## src/rtl/ccd_line_timer.sv

```systemverilog
module ccd_line_timer #(
  parameter int LEAD_N     = 64,
  parameter int SHIELD_OFS = 8,
  parameter int SHIELD_N   = 48,
  parameter int SIGNAL_N   = 3750,
  parameter int TRAIL_N    = 8,
  parameter int TW         = 16,
  parameter int IW         = 32
) (
  input  logic          clk,
  input  logic          rst_n,
  input  logic          start,
  input  logic [TW-1:0] cfg_period,
  input  logic [TW-1:0] cfg_lead,
  input  logic [TW-1:0] cfg_sh_width,
  input  logic [TW-1:0] cfg_hold,
  input  logic [TW-1:0] cfg_rs_width,
  input  logic [TW-1:0] cfg_cp_width,
  input  logic          cfg_line_clamp,
  input  logic [IW-1:0] cfg_integ,
  output logic          sh,
  output logic          phi1a,
  output logic          phi2a,
  output logic          phi2b,
  output logic          rs,
  output logic          cp,
  output logic          pix_valid,
  output logic [1:0]    seg_tag,
  output logic          line_done
);
  localparam int LINE_N      = LEAD_N + SIGNAL_N + TRAIL_N;
  localparam int PW          = $clog2(LINE_N);
  localparam int SHIELD_END  = SHIELD_OFS + SHIELD_N;
  localparam int TRAIL_START = LEAD_N + SIGNAL_N;

  typedef enum logic [2:0] {IDLE, LEAD, SHP, HOLD, READ} state_t;

  state_t        st;
  logic [TW-1:0] tcnt;
  logic [PW-1:0] pcnt;
  logic [IW-1:0] since;
  logic          armed, done_r;

  wire accept   = (st == IDLE) && start && (!armed || since >= cfg_integ);
  wire tick_end = 1'b1;
  wire per_last = (tcnt == cfg_period - 1'b1);

  always_ff @(posedge clk) begin
    if (!rst_n) begin
      st     <= IDLE;
      tcnt   <= '0;
      pcnt   <= '0;
      since  <= '0;
      armed  <= 1'b0;
      done_r <= 1'b0;
    end else begin
      done_r <= 1'b0;
      if (accept) since <= IW'(1);
      else if (since != '1) since <= since + 1'b1;
      case (st)
        IDLE: if (accept) begin
          st    <= LEAD;
          tcnt  <= '0;
          armed <= 1'b1;
        end
        LEAD: if (tcnt == cfg_lead - 1'b1) begin
          st <= SHP; tcnt <= '0;
        end else tcnt <= tcnt + 1'b1;
        SHP: if (tcnt == cfg_sh_width - 1'b1) begin
          st <= HOLD; tcnt <= '0;
        end else tcnt <= tcnt + 1'b1;
        HOLD: if (tcnt == cfg_hold - 1'b1) begin
          st <= READ; tcnt <= '0; pcnt <= '0;
        end else tcnt <= tcnt + 1'b1;
        READ: if (per_last && tick_end) begin
          tcnt <= '0;
          if (pcnt == PW'(LINE_N - 1)) begin
            st     <= IDLE;
            done_r <= 1'b1;
          end else pcnt <= pcnt + 1'b1;
        end else tcnt <= tcnt + 1'b1;
        default: st <= IDLE;
      endcase
    end
  end

  logic       n_sh, n_phi1, n_rs, n_cp, n_valid;
  logic [1:0] n_tag;
  logic [TW:0] cp_end;

  assign cp_end = {1'b0, cfg_rs_width} + {1'b0, cfg_cp_width};

  always_comb begin
    n_sh    = (st == SHP);
    n_phi1  = 1'b1;
    n_rs    = 1'b0;
    n_cp    = 1'b0;
    n_tag   = 2'd0;
    n_valid = 1'b0;
    if (st == READ) begin
      n_phi1 = tcnt < (cfg_period >> 1);
      n_rs   = tcnt < cfg_rs_width;
      n_cp   = (tcnt >= cfg_rs_width) && ({1'b0, tcnt} < cp_end) &&
               (!cfg_line_clamp || pcnt == '0);
      if (pcnt >= PW'(TRAIL_START))     n_tag = 2'd3;
      else if (pcnt >= PW'(LEAD_N))     n_tag = 2'd2;
      else if (pcnt >= PW'(SHIELD_OFS) && pcnt < PW'(SHIELD_END)) n_tag = 2'd1;
      n_valid = (n_tag == 2'd2);
    end
  end

  always_ff @(posedge clk) begin
    if (!rst_n) begin
      sh        <= 1'b0;
      phi1a     <= 1'b1;
      phi2a     <= 1'b0;
      phi2b     <= 1'b0;
      rs        <= 1'b0;
      cp        <= 1'b0;
      pix_valid <= 1'b0;
      seg_tag   <= 2'd0;
      line_done <= 1'b0;
    end else begin
      sh        <= n_sh;
      phi1a     <= n_phi1;
      phi2a     <= ~n_phi1;
      phi2b     <= ~n_phi1;
      rs        <= n_rs;
      cp        <= n_cp;
      pix_valid <= n_valid;
      seg_tag   <= n_tag;
      line_done <= done_r;
    end
  end
endmodule

```

## config.mk

```make
export PLATFORM = sky130hd
export DESIGN_NAME = ccd_line_timer
export DESIGN_NICKNAME = d
export VERILOG_FILES = /design/src/rtl/ccd_line_timer.sv
export SDC_FILE = /design/constraint.sdc
export NUM_CORES = 1
export LEC_CHECK = 0
export BUFFER_PORTS_ARGS = -buffer_cell sky130_fd_sc_hd__buf_2
export CORE_ASPECT_RATIO = 1.75
export CORE_UTILIZATION = 49
export CTS_CLUSTER_DIAMETER = 80
export DETAILED_ROUTE_END_ITERATION = 7
export PLACE_DENSITY = 0.84
export SKIP_CTS_REPAIR_TIMING = 1
export SYNTH_ARGS = -nofsm -noshare
export SYNTH_HDL_FRONTEND = slang
export SYNTH_SLANG_ARGS = --single-unit
```

## constraint.sdc

```tcl
create_clock -name clk -period 3.1 [get_ports clk]
set_input_delay 0.31 -clock clk [delete_from_list [all_inputs] [get_ports clk]]
set_output_delay 0.31 -clock clk [all_outputs]
set_load 0.01 [all_outputs]
```

== Yosys cells after proc, flatten, opt, wreduce, memory -nomap -nowiden ==
Cells that the tools add are included.

* Add/sub/neg operators: 8
* Magnitude comparators: 9
* Equal/unequal tests: 18
* Muxes and demuxes: 25
* Bitwise gates (word level): 2
* Reduce and logical (&&, ||, !) cells: 21

{| class="wikitable"
|+ Operator list
! operator !! count
|-
| two-way mux 16 bit || 5
|-
| case mux 16 bit (5 select lines) || 1
|-
| equality test 16 bit || 4
|-
| subtractor 16 x 1 -> 16 bit (second input constant) || 4
|-
| two-way mux 12 bit || 3
|-
| adder 32 x 1 -> 32 bit (second input constant) || 1
|-
| >= comparator 32 bit || 1
|-
| != test 32 bit (second input constant) || 1
|-
| case mux 12 bit (2 select lines) || 1
|-
| two-way mux 3 bit || 6
|-
| adder 16 x 16 -> 17 bit || 1
|-
| < comparator 16 x 17 -> 1 bit || 1
|-
| adder 16 x 1 -> 16 bit (second input constant) || 1
|-
| >= comparator 16 bit || 1
|-
| < comparator 16 x 15 -> 1 bit || 1
|-
| < comparator 16 bit || 1
|-
| case mux 3 bit (5 select lines) || 1
|-
| adder 12 x 1 -> 12 bit (second input constant) || 1
|-
| equality test 12 bit (second input constant) || 1
|-
| >= comparator 12 bit (second input constant) || 1
|-
| >= comparator 12 x 4 -> 1 bit (second input constant) || 1
|-
| >= comparator 12 x 7 -> 1 bit (second input constant) || 1
|-
| logical NOT 12 bit || 1
|-
| < comparator 12 x 6 -> 1 bit (second input constant) || 1
|-
| 20 further kinds || 42
|}

* Bits in registers: 74
* Input bits: 132
* Word-level logic and storage cells: 98

== Longest topological paths before layout ==
* Word-level depth: 7
* Depth in mapped cells: 16
* Depth with buffers taken out: 16

== Worst setup path before layout ==
No wires, ideal clock.

* Kind: input to register
* Start point: in cfg_lead[0]
* End point: reg tcnt[10]
* Arrival time: 2.866 ns
* Path slack: 0.104 ns
* Stages on the path: 11
* Path buffers: 0
* Cells stage by stage: inv_1 -> ha_1 -> or4b_1 -> or4_1 -> xnor2_1 -> a211oi_1 -> o22a_1 -> o41ai_2 -> nand2_2 -> o21ai_4 -> o211ai_1

* Cells in the longest elaborated chain, start to end: 4

{| class="wikitable"
|+ RTL lines
! item !! line !! text
|-
| from (decl) || 14 || <nowiki>input logic [TW-1:0] cfg_lead,</nowiki>
|-
| subtractor 16 x 1 -> 16 bit || 66 || <nowiki>LEAD: if (tcnt == cfg_lead - 1'b1) begin</nowiki>
|-
| equality test 16 bit || 66 ||
|-
| two-way mux 16 bit || 66 ||
|-
| case mux 16 bit (5 select lines) || 60 || <nowiki>case (st)</nowiki>
|-
| to (signal assigned) || 68 || <nowiki>end else tcnt <= tcnt + 1'b1;</nowiki>
|-
| to (signal assigned) || 71 || <nowiki>end else tcnt <= tcnt + 1'b1;</nowiki>
|-
| to (signal assigned) || 74 || <nowiki>end else tcnt <= tcnt + 1'b1;</nowiki>
|-
| to (decl) || 39 || <nowiki>logic [TW-1:0] tcnt;</nowiki>
|}

Every way passes these cells.
A chain may end at the register's enable or synchronous reset.

== Worst setup path after layout ==
* Start point: in cfg_rs_width[0]
* End point: reg cp

* Cells in the longest elaborated chain, start to end: 4

{| class="wikitable"
|+ RTL lines
! item !! line !! text
|-
| from (decl) || 17 || <nowiki>input logic [TW-1:0] cfg_rs_width,</nowiki>
|-
| adder 16 x 16 -> 17 bit || 91 || <nowiki>assign cp_end = {1'b0, cfg_rs_width} + {1'b0, cfg_cp_width};</nowiki>
|-
| < comparator 16 x 17 -> 1 bit || 103 || <nowiki>n_cp = (tcnt >= cfg_rs_width) && ({1'b0, tcnt} < cp_end) &&</nowiki>
|-
| logical AND 1 bit * (2 in a row) || 103 ||
|-
| to (signal assigned) || 129 || <nowiki>cp <= n_cp;</nowiki>
|-
| to (decl) || 26 || <nowiki>output logic cp,</nowiki>
|}

Mark *: on every way between the ends. The rest lies on a longest branch, timed or not.

==> flow_metrics.env <==
export IMPL_status="completed"
export IMPL_fin_tns_setup_ps=0
export IMPL_cap_viol_max_count=0
export IMPL_num_vias=9148
export IMPL_cp_slowest_stage_delay_ps=400
export IMPL_finalMaxSlewViolations=0
export IMPL_finalHoldViolCount=0
export IMPL_drive_gt1_share_pct=21.4
export IMPL_postSynthCellCount=1119
export IMPL_tritoncts="done"
export IMPL_routed_wirelength_um=25000
export IMPL_synth_cell_types=74
export IMPL_synth_top_area_share_pct=17.8
export IMPL_grt_pass1_wl_um=40700
export IMPL_ios=142
export IMPL_dr_pass1_iters=6
export IMPL_grt_max_degree=32
export IMPL_crit_path_end_kind="flip-flop"
export IMPL_p_per_area_nw_per_um2=272
export IMPL_finalCriticalPeriod_ps=3040
export IMPL_gr_usage_met3_pct=4.08
export IMPL_synth_area_um2=8340
export IMPL_hold_depth=3
export IMPL_synth_edf_count=0
export IMPL_synth_nets=1355
export IMPL_path_cells="buf_2 > ha_1 > fa_1 > a21o_1 > a21oi_2 > o21ai_0 > o2111ai_2 > buf_4 > a311oi_1 > o21a_1 > o21ai_0 > nand2_1 > ha_1 > o211a_1 > a221oi_2 > o31a_1"
export IMPL_reg2regPathDepth=10
export IMPL_synth_warnings=0
export IMPL_start_util_pct=50.5
export IMPL_antenna_found_initial=0
export IMPL_viasPerCell=5.90
export IMPL_die_h_um=175
export IMPL_gp_congestion=0.991
export IMPL_synthToLayoutAreaGrowth_pct=23.2
export IMPL_drc_errors=0
export IMPL_fin_skew_ps=7.72
export IMPL_dieArea_um2=17600
export IMPL_fmax_mhz=328
export IMPL_clock_sinks=74
export IMPL_setup_viol=0
export IMPL_cts_root_buf="clkbuf_16"
export IMPL_hpwl_um=19900
export IMPL_synthArstFlopShare_pct=0
export IMPL_wl_per_cell_um=16.1
export IMPL_io_buffers=141
export IMPL_crit_required_ps=3330
export IMPL_ir_worst_vdd_v=0.000348
export IMPL_use_met1_pct=27.1
export IMPL_drt_iter0_markers=599
export IMPL_cts_buffer_depth=2
export IMPL_ys_seq_area_share_pct=17.8
export IMPL_leakage_nw=4.70
export IMPL_ant_nets=0
export IMPL_gr_usage_met2_pct=55.1
export IMPL_path_class="input port to flip-flop"
export IMPL_ys_flop_type="dfxtp_1"
export IMPL_avgSynthCellArea_um2=7.46
export IMPL_critPathArrivalTime_ps=3270
export IMPL_clkLatencyLatePin_ps=340
export IMPL_synth_top_cell_by_area="dfxtp_1"
export IMPL_htreeDepth=3
export IMPL_crit_path_start_kind="input port"
export IMPL_min_period_over_period_pct=98.2
export IMPL_numCtsBuffers=9
export IMPL_critPathMaxFanout=3
export IMPL_clkSlewWorstSetupHoldPaths_ps=60
export IMPL_final_cell_area_um2=10300
export IMPL_grt_busiest_layer="met2"
export IMPL_worst_pin_slew_ps=812
export IMPL_yosys_register_bits=74
export IMPL_coreArea_um2=16500
export IMPL_synth_area_leaders="dfxtp_1 (18%), ha_1 (15%), xnor2_1 (8.9%)"
export IMPL_grt_ovfl_total=0
export IMPL_cp_slowest_cell="fa_1"
export IMPL_nets=1558
export IMPL_die_x_um=101
export IMPL_grt_setup_unrepaired="yes"
export IMPL_rows=62
export IMPL_slew_headroom_pct=45.8
export IMPL_grt_usage_pct=28.7
export IMPL_hold_class="input port to flip-flop"
export IMPL_antenna_cells=0
export IMPL_postPlaceCellArea_um2=9840
export IMPL_grt_pass1_vias=9258
==> state kept, by name, summed over array words and instances, names as in the netlist <==
register / count
phi1a: 1
since: 32
pcnt: 12
st: 3
tcnt: 16
armed: 1
phi2b: 1
rs: 1
sh: 1
pix_valid: 1
seg_tag: 2
done_r: 1
line_done: 1
cp: 1
==> layout by cell type (no fill, tap or decap), drive strengths merged, types with 4 or more instances in the layout <==
master | synthesis | routed
nand2b | 16 | 16
clkbuf | 37 | 11
nand2 | 58 | 59
buf | 8 | 235
mux2i | 8 | 8
nand3b | 4 | 4
a32oi | 7 | 7
nand4 | 30 | 30
xnor2 | 85 | 85
nor2b | 15 | 15
nor4 | 22 | 22
o21ai | 44 | 45
xor2 | 43 | 43
o21bai | 4 | 4
nor2 | 109 | 109
a31oi | 13 | 13
inv | 99 | 99
a2111oi | 5 | 5
dfxtp | 74 | 74
o211ai | 14 | 14
nor3b | 13 | 13
ha | 103 | 103
a22oi | 5 | 5
and4 | 7 | 7
a221oi | 5 | 5
or2 | 5 | 5
and3 | 22 | 22
and2 | 9 | 9
nor4b | 4 | 4
a21oi | 48 | 48
nand3 | 56 | 56
clkinv | 1 | 4
mux2 | 4 | 4
or4 | 9 | 9
o21a | 7 | 7
a21o | 18 | 18
o31ai | 5 | 5
o2111ai | 5 | 5
or3 | 9 | 9
nor3 | 52 | 52
==> cell families after synthesis <==
| group | count (synthesis) | synth area share (%) |
|---|---|---|
| buffers and inverters | 145 | 6.64 |
| AND/OR/NAND/NOR | 445 | 27.8 |
| flip-flops | 74 | 17.8 |
| XOR/XNOR | 128 | 13.4 |
| adder cells (fa/ha/maj) | 104 | 15.7 |
| AO/OA/AOI/OAI | 211 | 17.1 |
| multiplexers | 12 | 1.50 |
==> metal layers <==
layer  up-vias  wire length, um
li1       4430                -
met1      4223             8510
met3       135             1270
met4         0             1830
met2       360            13400
met5         -                0
==> where the power goes <==
group          total, W  internal, W  switching (W)
registers      0.000971     0.000960      0.0000111
logic          0.000746     0.000344       0.000401
clock network   0.00107     0.000663       0.000412
total           0.00279      0.00197       0.000824
==> synth_stat cells (22+ instances only) <==
cell / count
nand3_1: 56
ha_1: 103
nand4_1: 30
dfxtp_1: 74
nor2_1: 108
nand2_1: 57
xnor2_1: 85
a21oi_1: 48
o21ai_0: 39
nor3_1: 51
and3_1: 22
xor2_1: 43
nor4_1: 22
inv_1: 99
clkbuf_1: 37
==> path summary, 6_finish.rpt <==
check                       start         to  slack (ps)
hold / removal              start      armed         260
setup reg to reg          tcnt[3]    tcnt[5]         220
setup / recovery  cfg_rs_width[0]         cp          60
hold reg to reg            done_r  line_done         470
==> critical path, delay by kind of cell <==
kind	cells	cell delay, ps
AO/OA/AOI/OAI	10	1700
adder cells (fa/ha/maj)	3	910
buffers and inverters	2	260
AND/OR/NAND/NOR	1	90
==> metrics by stage <==
| step | cells | total power [W] | hold WS, ps | utilization, % | worst slack, ps |
|---|---|---|---|---|---|
| final | 1551 | 0.00279 | 261 | 62.2 | 55.8 |
| after global routing | 1551 | 0.00293 | 296 | 62.2 | -240 |
| after CTS | 1547 | 0.00276 | 252 | 61.4 | -154 |
| after detailed placement | 1531 | 0.00170 | 471 | 59.6 | -491 |
| after global placement | 1531 | 0.00167 | 460 | 59.6 | -322 |
| after floorplan | 1119 | 0.00140 | 412 | - | 104 |
==> area by class of cell <==
| class | count | area, um2 |
|---|---|---|
| fill | 1448 | 6250 |
| clock inverter | 5 | 52.6 |
| inverter | 100 | 375 |
| multi-input combinational | 902 | 6420 |
| tap | 224 | 280 |
| sequential | 74 | 1480 |
| timing repair buffer | 235 | 1410 |
| clock buffer | 11 | 253 |
(Power assumes the default switching activity.)
